`src/rtl/me_pkg.sv`:
```
package me_pkg;
  typedef enum logic [1:0] {
    ST_IDLE = 2'd0,
    ST_ACC  = 2'd1,
    ST_FIN  = 2'd2
  } me_state_e;
endpackage

```
`src/rtl/me_scan_ctrl.sv`:
```
module me_scan_ctrl
  import me_pkg::*;
#(
  parameter int BLK  = 4,
  parameter int CAND = 5,
  localparam int IW  = (BLK  > 1) ? $clog2(BLK)  : 1,
  localparam int OW  = (CAND > 1) ? $clog2(CAND) : 1
) (
  input  logic          clk,
  input  logic          rst_n,
  input  logic          start,
  output logic          launch,
  output logic          busy,
  output logic          acc_en,
  output logic          last_pix,
  output logic [IW-1:0] pi,
  output logic [IW-1:0] pj,
  output logic [OW-1:0] om,
  output logic [OW-1:0] on,
  output logic          done
);
  me_state_e state;
  logic      last_cand;

  assign launch    = start && (state == ST_IDLE);
  assign busy      = (state != ST_IDLE);
  assign acc_en    = (state == ST_ACC);
  assign last_pix  = (pi == IW'(BLK - 1)) && (pj == IW'(BLK - 1));
  assign last_cand = last_pix && (om == OW'(CAND - 1)) && (on == OW'(CAND - 1));

  always_ff @(posedge clk or negedge rst_n) begin
    if (!rst_n) begin
      state <= ST_IDLE;
      pi    <= '0;
      pj    <= '0;
      om    <= '0;
      on    <= '0;
      done  <= 1'b0;
    end else begin
      done <= 1'b0;
      case (state)
        ST_IDLE: begin
          if (start) begin
            state <= ST_ACC;
            pi    <= '0;
            pj    <= '0;
            om    <= '0;
            on    <= '0;
          end
        end
        ST_ACC: begin
          if (pj == IW'(BLK - 1)) begin
            pj <= '0;
            if (pi == IW'(BLK - 1)) begin
              pi <= '0;
              if (on == OW'(CAND - 1)) begin
                on <= '0;
                om <= om + 1'b1;
              end else begin
                on <= on + 1'b1;
              end
            end else begin
              pi <= pi + 1'b1;
            end
          end else begin
            pj <= pj + 1'b1;
          end
          if (last_cand) state <= ST_FIN;
        end
        ST_FIN: begin
          done  <= 1'b1;
          state <= ST_IDLE;
        end
        default: state <= ST_IDLE;
      endcase
    end
  end
endmodule

```
`src/rtl/me_sad_acc.sv`:
```
module me_sad_acc #(
  parameter int PIX_W = 8,
  parameter int SAD_W = 12,
  parameter int OW    = 3,
  parameter int RNG   = 2,
  localparam int MV_W = OW + 1
) (
  input  logic                    clk,
  input  logic                    rst_n,
  input  logic                    clear,
  input  logic                    acc_en,
  input  logic                    last_pix,
  input  logic [PIX_W-1:0]        cur_px,
  input  logic [PIX_W-1:0]        win_px,
  input  logic [OW-1:0]           om,
  input  logic [OW-1:0]           on,
  output logic                    cand_vld,
  output logic [SAD_W-1:0]        cand_sad,
  output logic signed [MV_W-1:0]  cand_m,
  output logic signed [MV_W-1:0]  cand_n
);
  logic [PIX_W-1:0] ad;
  logic [SAD_W-1:0] acc;
  logic [SAD_W-1:0] sum;
  logic signed [MV_W-1:0] rng_s;

  assign rng_s = MV_W'(RNG);
  assign ad    = (cur_px > win_px) ? (cur_px - win_px) : (win_px - cur_px);
  assign sum   = acc + SAD_W'(ad);

  always_ff @(posedge clk or negedge rst_n) begin
    if (!rst_n) begin
      acc      <= '0;
      cand_vld <= 1'b0;
      cand_sad <= '0;
      cand_m   <= '0;
      cand_n   <= '0;
    end else begin
      cand_vld <= 1'b0;
      if (clear) begin
        acc <= '0;
      end else if (acc_en) begin
        if (last_pix) begin
          acc      <= '0;
          cand_vld <= 1'b1;
          cand_sad <= sum;
          cand_m   <= signed'({1'b0, om}) - rng_s;
          cand_n   <= signed'({1'b0, on}) - rng_s;
        end else begin
          acc <= sum;
        end
      end
    end
  end
endmodule

```
`src/rtl/me_min_select.sv`:
```
module me_min_select #(
  parameter int SAD_W = 12,
  parameter int MV_W  = 4
) (
  input  logic                   clk,
  input  logic                   rst_n,
  input  logic                   init,
  input  logic                   cand_vld,
  input  logic [SAD_W-1:0]       cand_sad,
  input  logic signed [MV_W-1:0] cand_m,
  input  logic signed [MV_W-1:0] cand_n,
  output logic [SAD_W-1:0]       best_sad,
  output logic signed [MV_W-1:0] best_m,
  output logic signed [MV_W-1:0] best_n
);
  always_ff @(posedge clk or negedge rst_n) begin
    if (!rst_n) begin
      best_sad <= '1;
      best_m   <= '0;
      best_n   <= '0;
    end else if (init) begin
      best_sad <= '1;
      best_m   <= '0;
      best_n   <= '0;
    end else if (cand_vld && (cand_sad < best_sad)) begin
      best_sad <= cand_sad;
      best_m   <= cand_m;
      best_n   <= cand_n;
    end
  end
endmodule

```
`src/rtl/sad_motion_search.sv`:
```
module sad_motion_search #(
  parameter int PIX_W   = 8,
  parameter int BLK     = 4,
  parameter int RNG     = 2,
  localparam int WIN    = 2 * RNG + BLK,
  localparam int CAND   = 2 * RNG + 1,
  localparam int ADDR_W = $clog2(WIN * WIN),
  localparam int CA_W   = (BLK > 1) ? $clog2(BLK * BLK) : 1,
  localparam int OW     = (CAND > 1) ? $clog2(CAND) : 1,
  localparam int IW     = (BLK > 1) ? $clog2(BLK) : 1,
  localparam int MV_W   = OW + 1,
  localparam int SAD_W  = $clog2(BLK * BLK * ((1 << PIX_W) - 1) + 1)
) (
  input  logic                   clk,
  input  logic                   rst_n,
  input  logic                   wr_valid,
  output logic                   wr_ready,
  input  logic                   wr_sel,
  input  logic [ADDR_W-1:0]      wr_addr,
  input  logic [PIX_W-1:0]       wr_data,
  input  logic                   start,
  output logic                   busy,
  output logic                   done,
  output logic signed [MV_W-1:0] mv_row,
  output logic signed [MV_W-1:0] mv_col,
  output logic [SAD_W-1:0]       sad_min
);
  logic [PIX_W-1:0] cur_mem [BLK*BLK];
  logic [PIX_W-1:0] win_mem [WIN*WIN];

  logic          launch, acc_en, last_pix;
  logic [IW-1:0] pi, pj;
  logic [OW-1:0] om, on;
  logic          cand_vld;
  logic [SAD_W-1:0] cand_sad;
  logic signed [MV_W-1:0] cand_m, cand_n;

  logic [CA_W-1:0]   cidx;
  logic [ADDR_W-1:0] wrow, wcol, widx;
  logic              wr_fire;

  assign wr_ready = !busy;
  assign wr_fire  = wr_valid && wr_ready;

  always_ff @(posedge clk) begin
    if (wr_fire) begin
      if (wr_sel) begin
        if ({1'b0, wr_addr} < (ADDR_W + 1)'(WIN * WIN))
          win_mem[wr_addr] <= wr_data;
      end else if ({1'b0, wr_addr} < (ADDR_W + 1)'(BLK * BLK)) begin
        cur_mem[wr_addr[CA_W-1:0]] <= wr_data;
      end
    end
  end

  assign cidx = CA_W'(pi) * CA_W'(BLK) + CA_W'(pj);
  assign wrow = ADDR_W'(pi) + ADDR_W'(om);
  assign wcol = ADDR_W'(pj) + ADDR_W'(on);
  assign widx = wrow * ADDR_W'(WIN) + wcol;

  me_scan_ctrl #(.BLK(BLK), .CAND(CAND)) u_ctrl (
    .clk(clk), .rst_n(rst_n), .start(start), .launch(launch),
    .busy(busy), .acc_en(acc_en), .last_pix(last_pix),
    .pi(pi), .pj(pj), .om(om), .on(on), .done(done)
  );

  me_sad_acc #(.PIX_W(PIX_W), .SAD_W(SAD_W), .OW(OW), .RNG(RNG)) u_acc (
    .clk(clk), .rst_n(rst_n), .clear(launch), .acc_en(acc_en),
    .last_pix(last_pix), .cur_px(cur_mem[cidx]), .win_px(win_mem[widx]),
    .om(om), .on(on), .cand_vld(cand_vld), .cand_sad(cand_sad),
    .cand_m(cand_m), .cand_n(cand_n)
  );

  me_min_select #(.SAD_W(SAD_W), .MV_W(MV_W)) u_min (
    .clk(clk), .rst_n(rst_n), .init(launch), .cand_vld(cand_vld),
    .cand_sad(cand_sad), .cand_m(cand_m), .cand_n(cand_n),
    .best_sad(sad_min), .best_m(mv_row), .best_n(mv_col)
  );
endmodule

```
`config.mk`:
```
export PLATFORM = sky130hd
export DESIGN_NAME = sad_motion_search
export DESIGN_NICKNAME = d
export VERILOG_FILES = /design/src/rtl/me_pkg.sv /design/src/rtl/me_scan_ctrl.sv /design/src/rtl/me_sad_acc.sv /design/src/rtl/me_min_select.sv /design/src/rtl/sad_motion_search.sv
export SDC_FILE = /design/constraint.sdc
export NUM_CORES = 1
export LEC_CHECK = 0
export ABC_AREA = 0
export BUFFER_PORTS_ARGS = -buffer_cell sky130_fd_sc_hd__buf_2
export CORE_MARGIN = 3
export CORE_UTILIZATION = 67
export DETAILED_ROUTE_END_ITERATION = 12
export GPL_ROUTABILITY_DRIVEN = 1
export PLACE_DENSITY_LB_ADDON = 0.08
export SYNTH_ARGS = -nofsm -noshare
export SYNTH_HDL_FRONTEND = slang
export SYNTH_SLANG_ARGS = --single-unit
```
`constraint.sdc`:
```
create_clock -name clk -period 11.2 [get_ports clk]
set_clock_uncertainty 0.15 [all_clocks]
set_input_delay 0 -clock clk [delete_from_list [all_inputs] [get_ports clk]]
set_output_delay 0 -clock clk [all_outputs]
set_load 0.05 [all_outputs]
```
; ---- Word level (Yosys, flattened, before mapping)
; Memory sizes are Yosys's and may differ from the RTL's.
; Index checks and enable logic that the tools add are counted.
[totals]
reg_bits = 66
latch_bits = 0
ramBits = 640
mem_bits_ro = 0
input_bits = 19
output_inout_bits = 23
elab_cells = 101
mem_count = 2
[op_classes]
n_addsub = 13
multipliers = 0
n_div = 0
n_lt_le_gt_ge = 3
n_eq_ne = 11
shift = 0
muxes = 39
n_bitwise = 1
reduce_logical = 18
[memory_table]
columns = name, depth, width, rd, rd_clocked_by_memory_dff, wr, line_no
row1 = win_mem, 64, 8, 1, 0, 1, sad_motion_search.sv:29  ; logic [PIX_W-1:0] win_mem [WIN*WIN];
row2 = cur_mem, 16, 8, 1, 0, 1, sad_motion_search.sv:28  ; logic [PIX_W-1:0] cur_mem [BLK*BLK];
[ops]
columns = operator, n
row1 = $mux W12, 5
row2 = $mux W3, 7
row3 = $mux W4, 4
row4 = $sub A8 B8 Y8, 2
row5 = $add A12 B8 Y12, 1
row6 = $lt A12 B12 Y1, 1
row7 = $mux W2, 6
row8 = $pmux W2 S2, 3
row9 = $pmux W3 S2, 2
row10 = $mux W1, 11
row11 = $gt A8 B8 Y1, 1
row12 = $mux W8, 1
row13 = $ne A2 B1 Y1 const B, 4
row14 = $reduce_bool A2 Y1, 4
row15 = $sub A3 B2 Y4 const B, 2
row16 = $add A3 B1 Y3 const B, 2
row17 = $add A6 B4 Y6, 1
row18 = $eq A2 B2 Y1 const B, 3
row19 = $eq A3 B3 Y1 const B, 2
row20 = $logic_and A1 B1 Y1, 6
row21 = $lt A6 B5 Y1 const B, 1
row22 = $reduce_and A3 Y1, 2
row23 = $reduce_and A5 Y1, 1
row24 = $add A2 B1 Y2 const B, 2
row25 = 10 further kinds, 11

; ---- Longest topological paths before layout
; An unclocked memory read counts as a cell.
[logic_depth]
depth_word = 9
depth_mapped = 28
ltp_nobuf = 24

; ---- Hierarchy
; From an unflattened synthesis, not the netlist that was laid out.
[unflattened]
hier_cells = 1610
area_unflattened_um2 = 29328.1
[by_module_without_submodules]
columns = mod, instances, cells_each, area_per_inst_um2, seq_area_each_um2
row1 = sad_motion_search, 1, 1159, 25112.8, 19218.4
row2 = me_sad_acc, 1, 258, 2303.5, 825.8
row3 = me_min_select, 1, 128, 1231.2, 515.5
row4 = me_scan_ctrl, 1, 65, 680.7, 325.3

; ---- Least setup slack after synthesis
; OpenSTA, ideal clock, no wires.
[synth_timing]
path_type = reg2reg
from = register u_ctrl.pj[1]
to = register u_acc.acc[9]
setup_ps = 82
t_arrival_ps = 6531
t_required_ps = 10968
slack_ps = 4438
path_stages_with_launch = 27
path_buffers = 4
synth_period_minus_slack_ps = 6762
cell_sequence = dfrtp_1 clkbuf_1 clkbuf_1 inv_1 fa_1 clkbuf_1 clkbuf_1 mux4_2 mux4_2 mux2_2 o21a_1 ha_1 fa_1 nand3b_1 a21oi_1 o22ai_4 and3_1 a311oi_1 o21bai_1 xor2_1 ha_1 nor3_1 nor2_1 a31oi_1 nor2b_1 nand2b_1 a31oi_1
[synth_via]
elab_chain_cells = 9
elab_cells_between_ends = 15
cone_classes = add/sub (6) / order compare (1) / eq/ne (1) / mux (4) / reduce/logical (1) / memory (2)
[synth_rtl]
columns = item, line_no
row1 = from (decl), me_scan_ctrl.sv:17  ; output logic [IW-1:0] pj,
row2 = from (signal assigned), me_scan_ctrl.sv:66  ; pj <= pj + 1'b1;
row3 = $add A2 B3 Y4, sad_motion_search.sv:58  ; assign wcol = ADDR_W'(pj) + ADDR_W'(on);
row4 = $add A6 B4 Y6, sad_motion_search.sv:59  ; assign widx = wrow * ADDR_W'(WIN) + wcol;
row5 = $mem_v2 Z64 W8, --
row6 = $sub A8 B8 Y8 / $gt A8 B8 Y1 (equally long branches), me_sad_acc.sv:28  ; assign ad = (cur_px > win_px) ? (cur_px - win_px) : (win_px - cur_px);
row7 = $mux W8, me_sad_acc.sv:28
row8 = $add A12 B8 Y12, me_sad_acc.sv:29  ; assign sum = acc + SAD_W'(ad);
row9 = $mux W12 (*), me_sad_acc.sv:43  ; if (last_pix) begin
row10 = $mux W12 (*), me_sad_acc.sv:42  ; end else if (acc_en) begin
row11 = $mux W12 (*), me_sad_acc.sv:40  ; if (clear) begin
row12 = to (signal assigned), me_sad_acc.sv:50  ; acc <= sum;
row13 = to (decl), me_sad_acc.sv:23  ; logic [SAD_W-1:0] acc;
; Every way passes the cells marked *; elsewhere a longest branch is shown, timed or not. The select of a mux whose other input is x is not followed.
; A chain may end at the register's enable or synchronous reset.

; ---- Final worst setup path
[layout_timing]
from = register u_ctrl.pj[0]
to = register u_acc.acc[9]
; The elaborated chain is that of the path after synthesis.

==> summary.md <==
| Metric | Value |
|---|---|
| Die width | `214 um` |
| Total Routing Usage GR | `0.291` |
| Worst path arrival time | `8640 ps` |
| Synth Cell Area | `0.0290 mm2` |
| Leak | `10.6 nW` |
| Worst-Skew Late Latency | `610 ps` |
| Hold buffers post-CTS | `12` |
| Layout net count | `1698` |
| CTS tree | `yes` |
| Gpl congestion | `0.849` |
| Ys flop type | `edfxtp_1` |
| Placed insts | `2121` |
| Core area | `0.0424 mm2` |
| Setup CP Type | `flop to flop` |
| DR WL/cell | `28.6 um` |
| Slowest Stage Delay on Critical Path | `1380 ps` |
| CTS buffer count | `70` |
| Worst r2r path cells | `25` |
| DR vias/cell | `6.71` |
| Synthesized flop and latch total | `706` |
| Critical Path Source Type | `flop` |
| Slowest CP cell | `fa_4` |
| Pins over their slew limit | `0` |
| Failing checks | `negative hold slack` |
| Grt total ovfl | `0` |
| Hold Path Class | `primary input to flop` |
| RSZ-0062 raised after global routing | `false` |
| Outcome | `finished, violations left` |
| Non-filler cells, final | `2264` |
| Worst Path Required | `11560 ps` |
| Top cell family by delay on the critical path | `adder cells` |
| Tot Pwr | `0.00528 W` |
| Root buffer cell | `clkbuf_16` |
| Post-synth EDFFs | `640` |
| Post-route ant nets | `0` |
| Yosys top cell area share | `0.662` |
| Rows | `75` |
| Yosys top cell by area | `edfxtp_1` |
| CTS sink cnt | `706` |
| Cells after Synth | `1551` |
| Largest cells by area after synthesis | `edfxtp_1 (66%), mux4_2 (15%), dfrtp_1 (4.7%), ha_1 (2.0%), nand2_1 (1.6%)` |
| Initial Util | `0.685` |
| Initial DRC count | `1944` |
| Die ar. | `0.0459 mm2` |
| Clk pin slew, worst setup/hold paths | `60 ps` |
| Hold_ws | `-5.11 ps` |
| Hold Vio Cnt, Final | `8` |
| DRT Pass-1 Iters | `5` |
| Largest net degree at the start of global routing | `84` |
| Num ports | `42` |
| Synth cell types | `52` |
| Synth async-reset ratio | `0.0935` |
| Max Cap Violations | `0` |
| Worst vdd ir | `0.157 mV` |
| Post-cts sizing count | `0` |
| Synth warn | `0` |
| Clock buffer depth | `3` |
| Number of global-route vias before repair | `15408` |
| Die height | `214 um` |
| HPWL after DPL | `37.4 mm` |
| DRC viols | `0` |
| Minimum clock period | `8280 ps` |
| WP depth | `25` |
| Via count | `15194` |
| Synth-to-Final Area Change | `11.3%` |
| Buffers & Inverters on Critical Path | `3` |
| Routed WL | `64.7 mm` |
| Sequential area share after synthesis | `0.719` |
| Initial antenna violation count | `3` |
| Post-CTS Setup Inserts | `0` |
| Max Freq | `121 MHz` |
| Htree depth | `3` |
| Slew HR | `0.123` |
| Post-route setup TNS | `0 ps` |
| Cells on Worst Hold Path | `2` |
| Worst slew pin tran | `1310 ps` |
| First-pass GRT wire length | `98.5 mm` |
| Final setup viols | `0` |
| Share of layout cells above drive strength 1 | `0.226` |
| Synthesized Nets | `1621` |
| Period utilization | `0.739` |
| Port Buffer Count | `41` |
| Crit end category | `flop` |
| Power Density | `163 mW/mm2` |
| Max FO, Critical Path | `52` |
| Synthesized area per cell | `18.7 um2` |
-- final timing paths --
path	start	to	slack (ps)
max	u_ctrl.pj[0]	u_acc.acc[9]	2920
min	wr_data[7]	cur_mem[6][7]	-5
max reg2reg	u_ctrl.pj[0]	u_acc.acc[9]	2920
min reg2reg	u_ctrl.state[0]	u_ctrl.done	310
max in group asynchronous	rst_n	u_ctrl.pj[0]	9770
min in group asynchronous	rst_n	u_min.best_n[3]	550
-- routing by layer --
layer  track usage  wire length, um  vias to the layer above
li1              -                -                     6329
met1         0.428            25300                     7776
met2         0.441            30600                      914
met3        0.0645             6390                      169
met4         0.110             2190                        6
met5       0.00833               86                        -
-- report_power, final --
| group | switching, W | total [W] | leakage, nW | internal (W) |
|---|---|---|---|---|
| clock network | 0.000973 | 0.00235 | 1.12 | 0.00137 |
| logic | 0.0000514 | 0.0000591 | 2.97 | 0.00000776 |
| registers | 0 | 0.00287 | 6.50 | 0.00287 |
-- sequential cells by signal, indices dropped and copies added, names as in the netlist --
| name | flops |
|---|---|
| cur_mem | 128 |
| u_acc.acc | 12 |
| u_acc.cand_m | 4 |
| u_acc.cand_n | 4 |
| u_acc.cand_sad | 12 |
| u_acc.cand_vld | 1 |
| u_ctrl.done | 1 |
| u_ctrl.om | 3 |
| u_ctrl.on | 3 |
| u_ctrl.pi | 2 |
| u_ctrl.pj | 2 |
| u_ctrl.state | 2 |
| u_min.best_m | 4 |
| u_min.best_n | 4 |
| u_min.best_sad | 12 |
| win_mem | 512 |
-- through the flow --
step / area [um2] / worst slack [ps] / util
finish: 32300 / 2920 / 0.762
global route: 32300 / 2550 / 0.762
CTS: 32300 / 2970 / 0.762
detailed placement: 29900 / 3030 / 0.705
global placement: 29900 / 3150 / 0.705
floorplan: 29000 / 4440 / -
-- kinds of logic after synthesis --
logic type / Yosys count / synth area share
XOR/XNOR: 25 / 0.00819
adder cells (fa/ha/maj): 51 / 0.0233
AND/OR/NAND/NOR: 308 / 0.0451
multiplexers: 228 / 0.162
flip-flops: 706 / 0.719
AO/OA/AOI/OAI: 120 / 0.0261
buffers and inverters: 113 / 0.0166
-- worst register-to-register path, cell delays in order, from the launching register on --
cell and delay, ps:
dfrtp_2 340, buf_4 570, ha_4 230, inv_1 50, fa_4 1380, buf_12 430, mux4_2 440, mux4_2 520
mux2_2 310, o21a_1 200, ha_1 240, fa_1 430, nand3b_1 200, a21oi_1 250, o22ai_4 190, and3_1 250
a311oi_1 410, o21bai_1 130, xor2_1 170, ha_1 320, nor3_1 180, nor2_1 90, a31oi_1 260, nor2b_1 120
nand2b_1 150, a31oi_1 190
-- cells in the mapped netlist (2+ instances only) --
| master | number |
|---|---|
| a211o_1 | 4 |
| a211oi_1 | 7 |
| a21o_1 | 5 |
| a21oi_1 | 22 |
| a22o_1 | 2 |
| a31oi_1 | 9 |
| a32o_1 | 2 |
| a41o_1 | 4 |
| and2_1 | 6 |
| and3_1 | 6 |
| buf_1 | 3 |
| buf_2 | 19 |
| buf_4 | 7 |
| clkbuf_1 | 43 |
| dfrtp_1 | 54 |
| dfstp_2 | 12 |
| edfxtp_1 | 640 |
| fa_1 | 5 |
| ha_1 | 46 |
| inv_1 | 40 |
| mux2_1 | 2 |
| mux2_2 | 3 |
| mux2i_1 | 31 |
| mux4_2 | 192 |
| nand2_1 | 121 |
| nand2b_1 | 9 |
| nand3_1 | 13 |
| nand3b_1 | 3 |
| nand4_1 | 12 |
| nor2_1 | 115 |
| nor2b_1 | 8 |
| nor3_1 | 11 |
| o211ai_1 | 2 |
| o21a_1 | 6 |
| o21ai_0 | 43 |
| o21ai_1 | 4 |
| o21bai_1 | 2 |
| o31ai_1 | 2 |
| xnor2_1 | 15 |
| xor2_1 | 9 |
-- placed cells by master (no fill, tap or decap), types with 7 or more instances in the layout --
| cell type | n |
|---|---|
| mux2i_1 | 31 |
| inv_1 | 40 |
| a211oi_1 | 7 |
| a21oi_1 | 21 |
| clkbuf_16 | 75 |
| o21ai_0 | 43 |
| nand3_1 | 13 |
| xnor2_1 | 13 |
| clkbuf_1 | 15 |
| buf_4 | 23 |
| dlygate4sd3_1 | 12 |
| a31oi_1 | 9 |
| nor2_1 | 115 |
| nor2b_1 | 8 |
| dfstp_2 | 12 |
| clkinv_1 | 15 |
| nand2b_1 | 9 |
| buf_2 | 41 |
| nor3_1 | 11 |
| nand4_1 | 12 |
| ha_1 | 45 |
| nand2_1 | 121 |
| xor2_1 | 9 |
| edfxtp_1 | 640 |
| mux4_2 | 192 |
| clkinv_2 | 10 |
| dfrtp_1 | 53 |
-- layout make-up --
cell class / instances / area (um2)
Inverter: 40 / 150
Sequential cell: 706 / 20900
Clock buffer: 92 / 1950
Multi-Input combinational cell: 732 / 7710
Antenna cell: 2 / 5.00
Fill cell: 2332 / 10100
Tap cell: 577 / 722
Clock inverter: 37 / 350
Timing Repair Buffer: 78 / 538
No activity file was read; power rests on OpenSTA's default activity.
